### src/rtl/clkctl_pkg.sv
package clkctl_pkg;
   localparam int BYTE_W   = 8;
   localparam int NUM_OUT  = 8;
   localparam int MODE_W   = 2;

   // Byte indices decoded by software
   localparam int IDX_MODE = 0;
   localparam int IDX_ENA  = 1;
   localparam int IDX_ENB  = 2;

   // Fixed values of reserved positions
   localparam logic [BYTE_W-1:0] ENA_FIXED = 8'h09;
   localparam logic [BYTE_W-1:0] ENB_FIXED = 8'h0A;

   // Bit positions inside byte 0
   localparam int POS_FREQ = 0;
   localparam int POS_MLO  = 1;
   localparam int POS_OVR  = 3;
   localparam int POS_SLO  = 6;

   // Byte holding the enable bit of output k
   function automatic int en_byte(input int k);
      return (k < 6) ? IDX_ENA : IDX_ENB;
   endfunction

   // Bit position of output k's enable inside its byte
   function automatic int en_bit(input int k);
      if (k < 2)      return k + 1;
      else if (k < 6) return k + 2;
      else            return (k - 6) * 2;
   endfunction
endpackage

### src/rtl/clkctl_strap_latch.sv
module clkctl_strap_latch #(
   parameter int MODE_W = 2
) (
   input  logic              clk,
   input  logic              rst_n,
   input  logic              stb,
   input  logic [MODE_W-1:0] mode_in,
   input  logic              freq_in,
   output logic [MODE_W-1:0] mode_q,
   output logic              freq_q
);
   logic armed_q;

   always_ff @(posedge clk or negedge rst_n) begin
      if (!rst_n) begin
         armed_q <= 1'b1;
         mode_q  <= '0;
         freq_q  <= 1'b0;
      end else if (stb && armed_q) begin
         armed_q <= 1'b0;
         mode_q  <= mode_in;
         freq_q  <= freq_in;
      end
   end
endmodule

### src/rtl/clkctl_regfile.sv
module clkctl_regfile
   import clkctl_pkg::*;
#(
   parameter int              ADDR_W   = 2,
   parameter int              DATA_W   = 8,
   parameter int              N_OUT    = 8,
   parameter int              MODE_W   = 2,
   parameter logic [MODE_W-1:0] MODE_RST = '1
) (
   input  logic              clk,
   input  logic              rst_n,
   input  logic              wr_en,
   input  logic [ADDR_W-1:0] addr,
   input  logic [DATA_W-1:0] wdata,
   input  logic [MODE_W-1:0] strap_mode,
   input  logic              strap_freq,
   output logic [DATA_W-1:0] rdata,
   output logic              ovr_q,
   output logic [MODE_W-1:0] mode_q,
   output logic [N_OUT-1:0]  en_q
);
   localparam logic [ADDR_W-1:0] A_MODE = ADDR_W'(IDX_MODE);
   localparam logic [ADDR_W-1:0] A_ENA  = ADDR_W'(IDX_ENA);
   localparam logic [ADDR_W-1:0] A_ENB  = ADDR_W'(IDX_ENB);

   logic wr_mode;
   assign wr_mode = wr_en && (addr == A_MODE);

   always_ff @(posedge clk or negedge rst_n) begin
      if (!rst_n) begin
         ovr_q  <= 1'b0;
         mode_q <= MODE_RST;
      end else if (wr_mode) begin
         ovr_q  <= wdata[POS_OVR];
         mode_q <= wdata[POS_MLO +: MODE_W];
      end
   end

   for (genvar k = 0; k < N_OUT; k++) begin : g_en
      localparam logic [ADDR_W-1:0] A_K = ADDR_W'(en_byte(k));
      localparam int                B_K = en_bit(k);
      always_ff @(posedge clk or negedge rst_n) begin
         if (!rst_n)                      en_q[k] <= 1'b1;
         else if (wr_en && addr == A_K)   en_q[k] <= wdata[B_K];
      end
   end

   logic [DATA_W-1:0] b_mode, b_ena, b_enb;

   always_comb begin
      b_mode                       = '0;
      b_mode[POS_SLO +: MODE_W]    = strap_mode;
      b_mode[POS_OVR]              = ovr_q;
      b_mode[POS_MLO +: MODE_W]    = mode_q;
      b_mode[POS_FREQ]             = strap_freq;
      b_ena = ENA_FIXED;
      b_enb = ENB_FIXED;
      for (int k = 0; k < N_OUT; k++) begin
         if (en_byte(k) == IDX_ENA) b_ena[en_bit(k)] = en_q[k];
         else                       b_enb[en_bit(k)] = en_q[k];
      end
   end

   always_comb begin
      unique case (addr)
         A_MODE:  rdata = b_mode;
         A_ENA:   rdata = b_ena;
         A_ENB:   rdata = b_enb;
         default: rdata = '0;
      endcase
   end
endmodule

### src/rtl/clkctl_oe_gate.sv
module clkctl_oe_gate #(
   parameter int N_OUT  = 8,
   parameter int MODE_W = 2
) (
   input  logic              ovr,
   input  logic [MODE_W-1:0] mode_reg,
   input  logic [MODE_W-1:0] mode_strap,
   input  logic [N_OUT-1:0]  en,
   input  logic [N_OUT-1:0]  oe_n,
   output logic [MODE_W-1:0] pll_mode,
   output logic [N_OUT-1:0]  out_en
);
   assign pll_mode = ovr ? mode_reg : mode_strap;

   for (genvar k = 0; k < N_OUT; k++) begin : g_gate
      assign out_en[k] = en[k] & ~oe_n[k];
   end
endmodule

### src/rtl/clkctl_regs.sv
module clkctl_regs
   import clkctl_pkg::*;
#(
   parameter int                ADDR_W   = 2,
   parameter int                DATA_W   = BYTE_W,
   parameter int                N_OUT    = NUM_OUT,
   parameter int                MODE_W   = clkctl_pkg::MODE_W,
   parameter logic [MODE_W-1:0] MODE_RST = '1
) (
   input  logic              clk,
   input  logic              rst_n,
   input  logic              wr_en,
   input  logic [ADDR_W-1:0] addr,
   input  logic [DATA_W-1:0] wdata,
   output logic [DATA_W-1:0] rdata,
   input  logic [MODE_W-1:0] strap_mode,
   input  logic              strap_freq,
   input  logic              latch_stb,
   input  logic [N_OUT-1:0]  oe_n,
   output logic [MODE_W-1:0] pll_mode,
   output logic [N_OUT-1:0]  out_en
);
   if (DATA_W != BYTE_W) begin : g_bad_width
      $error("clkctl_regs: DATA_W must be %0d", BYTE_W);
   end
   if (N_OUT != NUM_OUT) begin : g_bad_outs
      $error("clkctl_regs: N_OUT must be %0d", NUM_OUT);
   end
   if (MODE_W != clkctl_pkg::MODE_W) begin : g_bad_mode
      $error("clkctl_regs: MODE_W must be %0d", clkctl_pkg::MODE_W);
   end
   if (ADDR_W < 2) begin : g_bad_addr
      $error("clkctl_regs: ADDR_W must cover four bytes");
   end

   logic [MODE_W-1:0] strap_mode_q;
   logic              strap_freq_q;
   logic              ovr_q;
   logic [MODE_W-1:0] mode_q;
   logic [N_OUT-1:0]  en_q;

   clkctl_strap_latch #(.MODE_W(MODE_W)) u_strap (
      .clk     (clk),
      .rst_n   (rst_n),
      .stb     (latch_stb),
      .mode_in (strap_mode),
      .freq_in (strap_freq),
      .mode_q  (strap_mode_q),
      .freq_q  (strap_freq_q)
   );

   clkctl_regfile #(
      .ADDR_W  (ADDR_W),
      .DATA_W  (DATA_W),
      .N_OUT   (N_OUT),
      .MODE_W  (MODE_W),
      .MODE_RST(MODE_RST)
   ) u_rf (
      .clk        (clk),
      .rst_n      (rst_n),
      .wr_en      (wr_en),
      .addr       (addr),
      .wdata      (wdata),
      .strap_mode (strap_mode_q),
      .strap_freq (strap_freq_q),
      .rdata      (rdata),
      .ovr_q      (ovr_q),
      .mode_q     (mode_q),
      .en_q       (en_q)
   );

   clkctl_oe_gate #(.N_OUT(N_OUT), .MODE_W(MODE_W)) u_gate (
      .ovr        (ovr_q),
      .mode_reg   (mode_q),
      .mode_strap (strap_mode_q),
      .en         (en_q),
      .oe_n       (oe_n),
      .pll_mode   (pll_mode),
      .out_en     (out_en)
   );
endmodule

### config.mk
export PLATFORM = sky130hd
export DESIGN_NAME = clkctl_regs
export DESIGN_NICKNAME = d
export VERILOG_FILES = /design/src/rtl/clkctl_pkg.sv /design/src/rtl/clkctl_strap_latch.sv /design/src/rtl/clkctl_regfile.sv /design/src/rtl/clkctl_oe_gate.sv /design/src/rtl/clkctl_regs.sv
export SDC_FILE = /design/constraint.sdc
export NUM_CORES = 1
export LEC_CHECK = 0
export ABC_AREA = 1
export CAP_MARGIN = 30
export CORE_MARGIN = 2
export CORE_UTILIZATION = 41
export CTS_BUF_LIST = sky130_fd_sc_hd__clkbuf_8
export DETAILED_ROUTE_END_ITERATION = 8
export PLACE_DENSITY = 0.82
export SLEW_MARGIN = 20
export SYNTH_ARGS = -nofsm -noshare
export SYNTH_HDL_FRONTEND = slang
export SYNTH_SLANG_ARGS = --single-unit
export TNS_END_PERCENT = 50
### constraint.sdc
create_clock -name clk -period 1.28 [get_ports clk]
set_clock_uncertainty 0.1 [all_clocks]
set_input_delay 0.32 -clock clk [delete_from_list [all_inputs] [get_ports clk]]
set_output_delay 0.32 -clock clk [all_outputs]
set_load 0.01 [all_outputs]
# --- Word level (Yosys, flattened, before mapping) ---
# Cells that the tools add are included.
classes:
  n_eq_ne: 2
  n_mux: 2
  n_reduce_logical: 5
  n_bitwise: 16
op_table:
  columns: ["op", "n"]
  rows:
  - ["case mux 8 bit (3 select lines)", 1]
  - ["bitwise AND 1 bit", 8]
  - ["NOT 1 bit", 8]
  - ["logical AND 1 bit", 4]
  - ["== test 2 x 1 -> 1 bit, second input constant", 1]
  - ["== test 2 bit, second input constant", 1]
  - ["zero test 2 bit", 1]
  - ["two-way mux 2 bit", 1]
totals:
  ff_bits: 15
  wordCells: 38
  input_bits: 25

# --- Depth between registers and ports, before layout ---
logic_depth:
  depth_word: 2
  depth_mapped: 7
  mapped_depth_nobuf: 6

# --- By module ---
# A second synthesis with hierarchy kept.
unflattened:
  cells_unflattened: 123
  area_unflattened_um2: 879.6
by_module_without_submodules:
  columns: ["module", "area_each_um2", "seq_area_each_um2", "instances", "cells_each"]
  rows:
  - ["clkctl_regfile", 640.6, 287.8, 1, 84]
  - ["clkctl_strap_latch", 152.6, 101.3, 1, 16]
  - ["clkctl_oe_gate", 86.3, 0.0, 1, 23]

# --- Least setup slack after synthesis ---
# Ideal clock, no wire load.
synth_timing:
  path_kind: "input to output"
  from: "in addr[0]"
  to: "out rdata[6]"
  path_stages: 4
  required_time_ns: 0.860
  path_buffers: 0
  slack_ns: -0.152
  arrival_time_ns: 1.012
  cell_sequence: "ha_1 -> inv_1 -> nand2_1 -> o21ai_0"
synth_via:
  elab_chain_len: 2
synth_lines:
  columns: ["element", "line_no", "source"]
  rows:
  - ["start: declaration", "clkctl_regs.sv:13", "input logic [ADDR_W-1:0] addr,"]
  - ["== test 2 bit (tied with other cells)", "clkctl_regfile.sv:65", "unique case (addr)"]
  - ["case mux 8 bit (3 select lines) (*)", "clkctl_regfile.sv:65", null]
  - ["end: declaration", "clkctl_regs.sv:15", "output logic [DATA_W-1:0] rdata,"]
# Mark *: on every way between the ends. The rest lies on a longest branch, timed or not.

# --- Worst setup path in the final report ---
layout_timing:
  from: "reg u_rf.en_q[7]"
  to: "out rdata[2]"
layout_via:
  elab_chain_len: 1
layout_lines:
  columns: ["element", "line_no", "source"]
  rows:
  - ["start: declaration", "clkctl_regfile.sv:20", "output logic [N_OUT-1:0] en_q"]
  - ["start signal: indexed assignment", "clkctl_regfile.sv:44", "else if (wr_en && addr == A_K) en_q[k] <= wdata[B_K];"]
  - ["case mux 8 bit (3 select lines)", "clkctl_regfile.sv:65", null]
# No other way between the ends.

==> run metrics <==
status finished, violations left; violations in the final reports setup timing; row cnt 16; Startpoint Class flop; initial antenna violation count 0; overall power 0.00146 W; unrepaired setup endpoints after global routing yes; part of the Yosys area used for sequential elements 0.456; All-Layer GR Usage 0.211; Crit. Startpoint u_rf.en_q[7]$_DFFE_PN1P_; met1 Usage GRT 0.233; CTS tree done; Pwr Density 1020 nW/µm²; Worst Path Class, Setup flop to output pin; CP arrival 1.15 ns; Post-DP Area 1380 µm²; Post-Syn Area 853 µm²; Max VDD drop 0.805 mV; sequential power share 0.424; Int Pwr 0.00103 W; period utilization 1.22; Setup WS post-layout -0.288 ns; H-tree Lvls 1; Min-Delay Path Class input pin to asynchronous set/reset pin; Final Hold Viols 0; post-layout min period 1.57 ns; Core Area 1960 µm²; Die Width 49.6 µm; syn_area_per_cell 7.69 µm²; CTS buffer count 3; die height 49.6 µm; Post-Route Utilization 0.732; vias in the first global route 872; Max Fclk 0.638 GHz; Worst-path clk slew 0.06 ns; power share of the clock group 0.258; Filler cells 157; routed via count 890; WL/cell 11.9 µm; max cap viols 0; Final setup viols 18; via/cell ratio 4.61; Final Max Slew Viols 0; Die Area 2460 µm²; cell area after layout 1440 µm²; GR Overflow Total 0; GR peak layer met2; Yosys cell types 15; Switching Share 0.294; Initial DRC Count 22; Sink Count 15; clk buf depth 2; largest net degree at the start of global routing 16; # DRC 0; first-pass GRT wire length 3.94 mm; DRT Wirelength 2.29 mm; 1st-pass router iterations 4; Synth Instances 111; IO Count 43; final hold slack 0.333 ns; placer congestion estimate 0.866; I/O Buffers 42; fin nets 196; syn_nets 140; met3 Use GR 0.0364; Max-slew headroom 0.788; Antenna diodes 0; crit-path cells nand2_2 -> nand3_1 -> nand2_1 -> inv_1 -> buf_2; Leak Pwr 0.711 nW; worst path required time 0.86 ns; M2 GR Usage 0.400; post-cts hold buffer count 0; NetSw 0.000429 W; share of cells above drive strength 1 0.434; CTS Root Cell clkbuf_8; Worst-Skew Late Latency 0.25 ns; CP Capture Type output pin; area grow syn2layout 68.3%; Initial Util 0.435; worst-path fanout max 3; combinational power share 0.318; Slowest cell on crit path dfstp_2; Routed Antenna Nets 0; Ys Warns 0; dpl hpwl 1.82 mm; Slew @ Worst Pin 0.316 ns; FF-to-FF Start u_rf.en_q[2]$_DFFE_PN1P_; largest stage delay on the critical path 0.54 ns; flop and latch count out of synthesis 15
-- synthesized netlist by cell type, drive strengths merged --
master | instances | area, µm²
o21ai | 9 | 52.6
a21oi | 8 | 55.1
nor2 | 19 | 76.3
buf | 2 | 16.3
inv | 21 | 78.8
nand3 | 7 | 35.0
nand2 | 26 | 100
dfstp | 11 | 289
dfrtp | 4 | 100
ha | 4 | 50.1
-- path summary, 6_finish.rpt --
check                                         endpoint  slack, ns  cells past startpoint
setup reg to reg              u_rf.en_q[2]$_DFFE_PN1P_       0.22                      4
max in group asynchronous     u_rf.en_q[6]$_DFFE_PN1P_       0.55                      2
hold / removal                  u_rf.ovr_q$_DFFE_PN0P_       0.33                      2
hold reg to reg            u_strap.armed_q$_DFFE_PN1P_       0.34                      2
setup / recovery                              rdata[2]      -0.29                      5
min in group clk           u_strap.armed_q$_DFFE_PN1P_       0.34                      2
-- through the flow --
step	TNS [ns]	cells	worst slack [ns]
after floorplan	0	111	0.000576
after global placement	-17.17	186	-1.04
after detailed placement	-18.30	186	-1.08
after CTS	-3.60	193	-0.284
after global routing	-4.34	193	-0.344
final	-3.46	193	-0.288
-- layout by cell type, fill, tap and decap left out --
master and n:
buf_6 3, nand2_2 2, clkbuf_8 3, nand2_1 23, a21oi_2 4, inv_1 14
o21ai_2 4, buf_12 1, clkdlybuf4s50_1 22, o21ai_0 3, nand2_4 1, dfstp_2 11
nor2_2 4, inv_4 3, a21oi_1 4, nor2_1 15, buf_4 10, ha_4 4
clkdlybuf4s15_2 1, dfrtp_1 4, buf_2 16, o21ai_1 2, nand3_1 7, inv_2 5
-- worst max-delay path, delay by kind of cell (launching register included) --
family | cells | cell delay (ns)
flip-flops | 1 | 0.54
buffers and inverters | 2 | 0.17
AND/OR/NAND/NOR | 3 | 0.18
-- cell families after synthesis --
kind of cell             synth area share
AND/OR/NAND/NOR                     0.248
adder cells (fa/ha/maj)            0.0587
buffers and inverters               0.111
flip-flops                          0.456
AO/OA/AOI/OAI                       0.126
-- layer usage --
metal | vias to the layer above | share of wire
met5 | - | 0
li1 | 450 | -
met2 | 26 | 0.56
met4 | 0 | 0.011
met1 | 410 | 0.40
met3 | 4 | 0.028
-- flip-flops by register name, summed over array words and instances (netlist names) --
register         count
u_strap.mode_q       2
u_strap.freq_q       1
u_rf.en_q            8
u_rf.mode_q          2
u_rf.ovr_q           1
u_strap.armed_q      1
-- power by group through the flow --
stage	sequential [W]	clock [W]	combinational [W]
final	0.000618	0.000376	0.000464
after global placement	0.000619	0	0.000468
after floorplan	0.000610	0	0.000210
after CTS	0.000618	0.000389	0.000467
after detailed placement	0.000620	0	0.000484
after global routing	0.000629	0.000404	0.000514
-- repair_timing --
action                                  CTS  global route
setup buffers                             3             0
gates resized for setup                 102             1
pin swaps                                 8             1
endpoints found under the setup margin   29            18
-- area by class of cell --
type,count,area (µm²),share of cell area
repair buffers,53,440,0.307
inverters,21,86.3,0.0601
clock inverters,1,3.75,0.00261
well taps,27,33.8,0.0235
flip-flops and latches,15,389,0.271
clock buffers,3,41.3,0.0287
multi-input cells,73,442,0.307
Note: power is estimated with default switching activity, not from simulation.
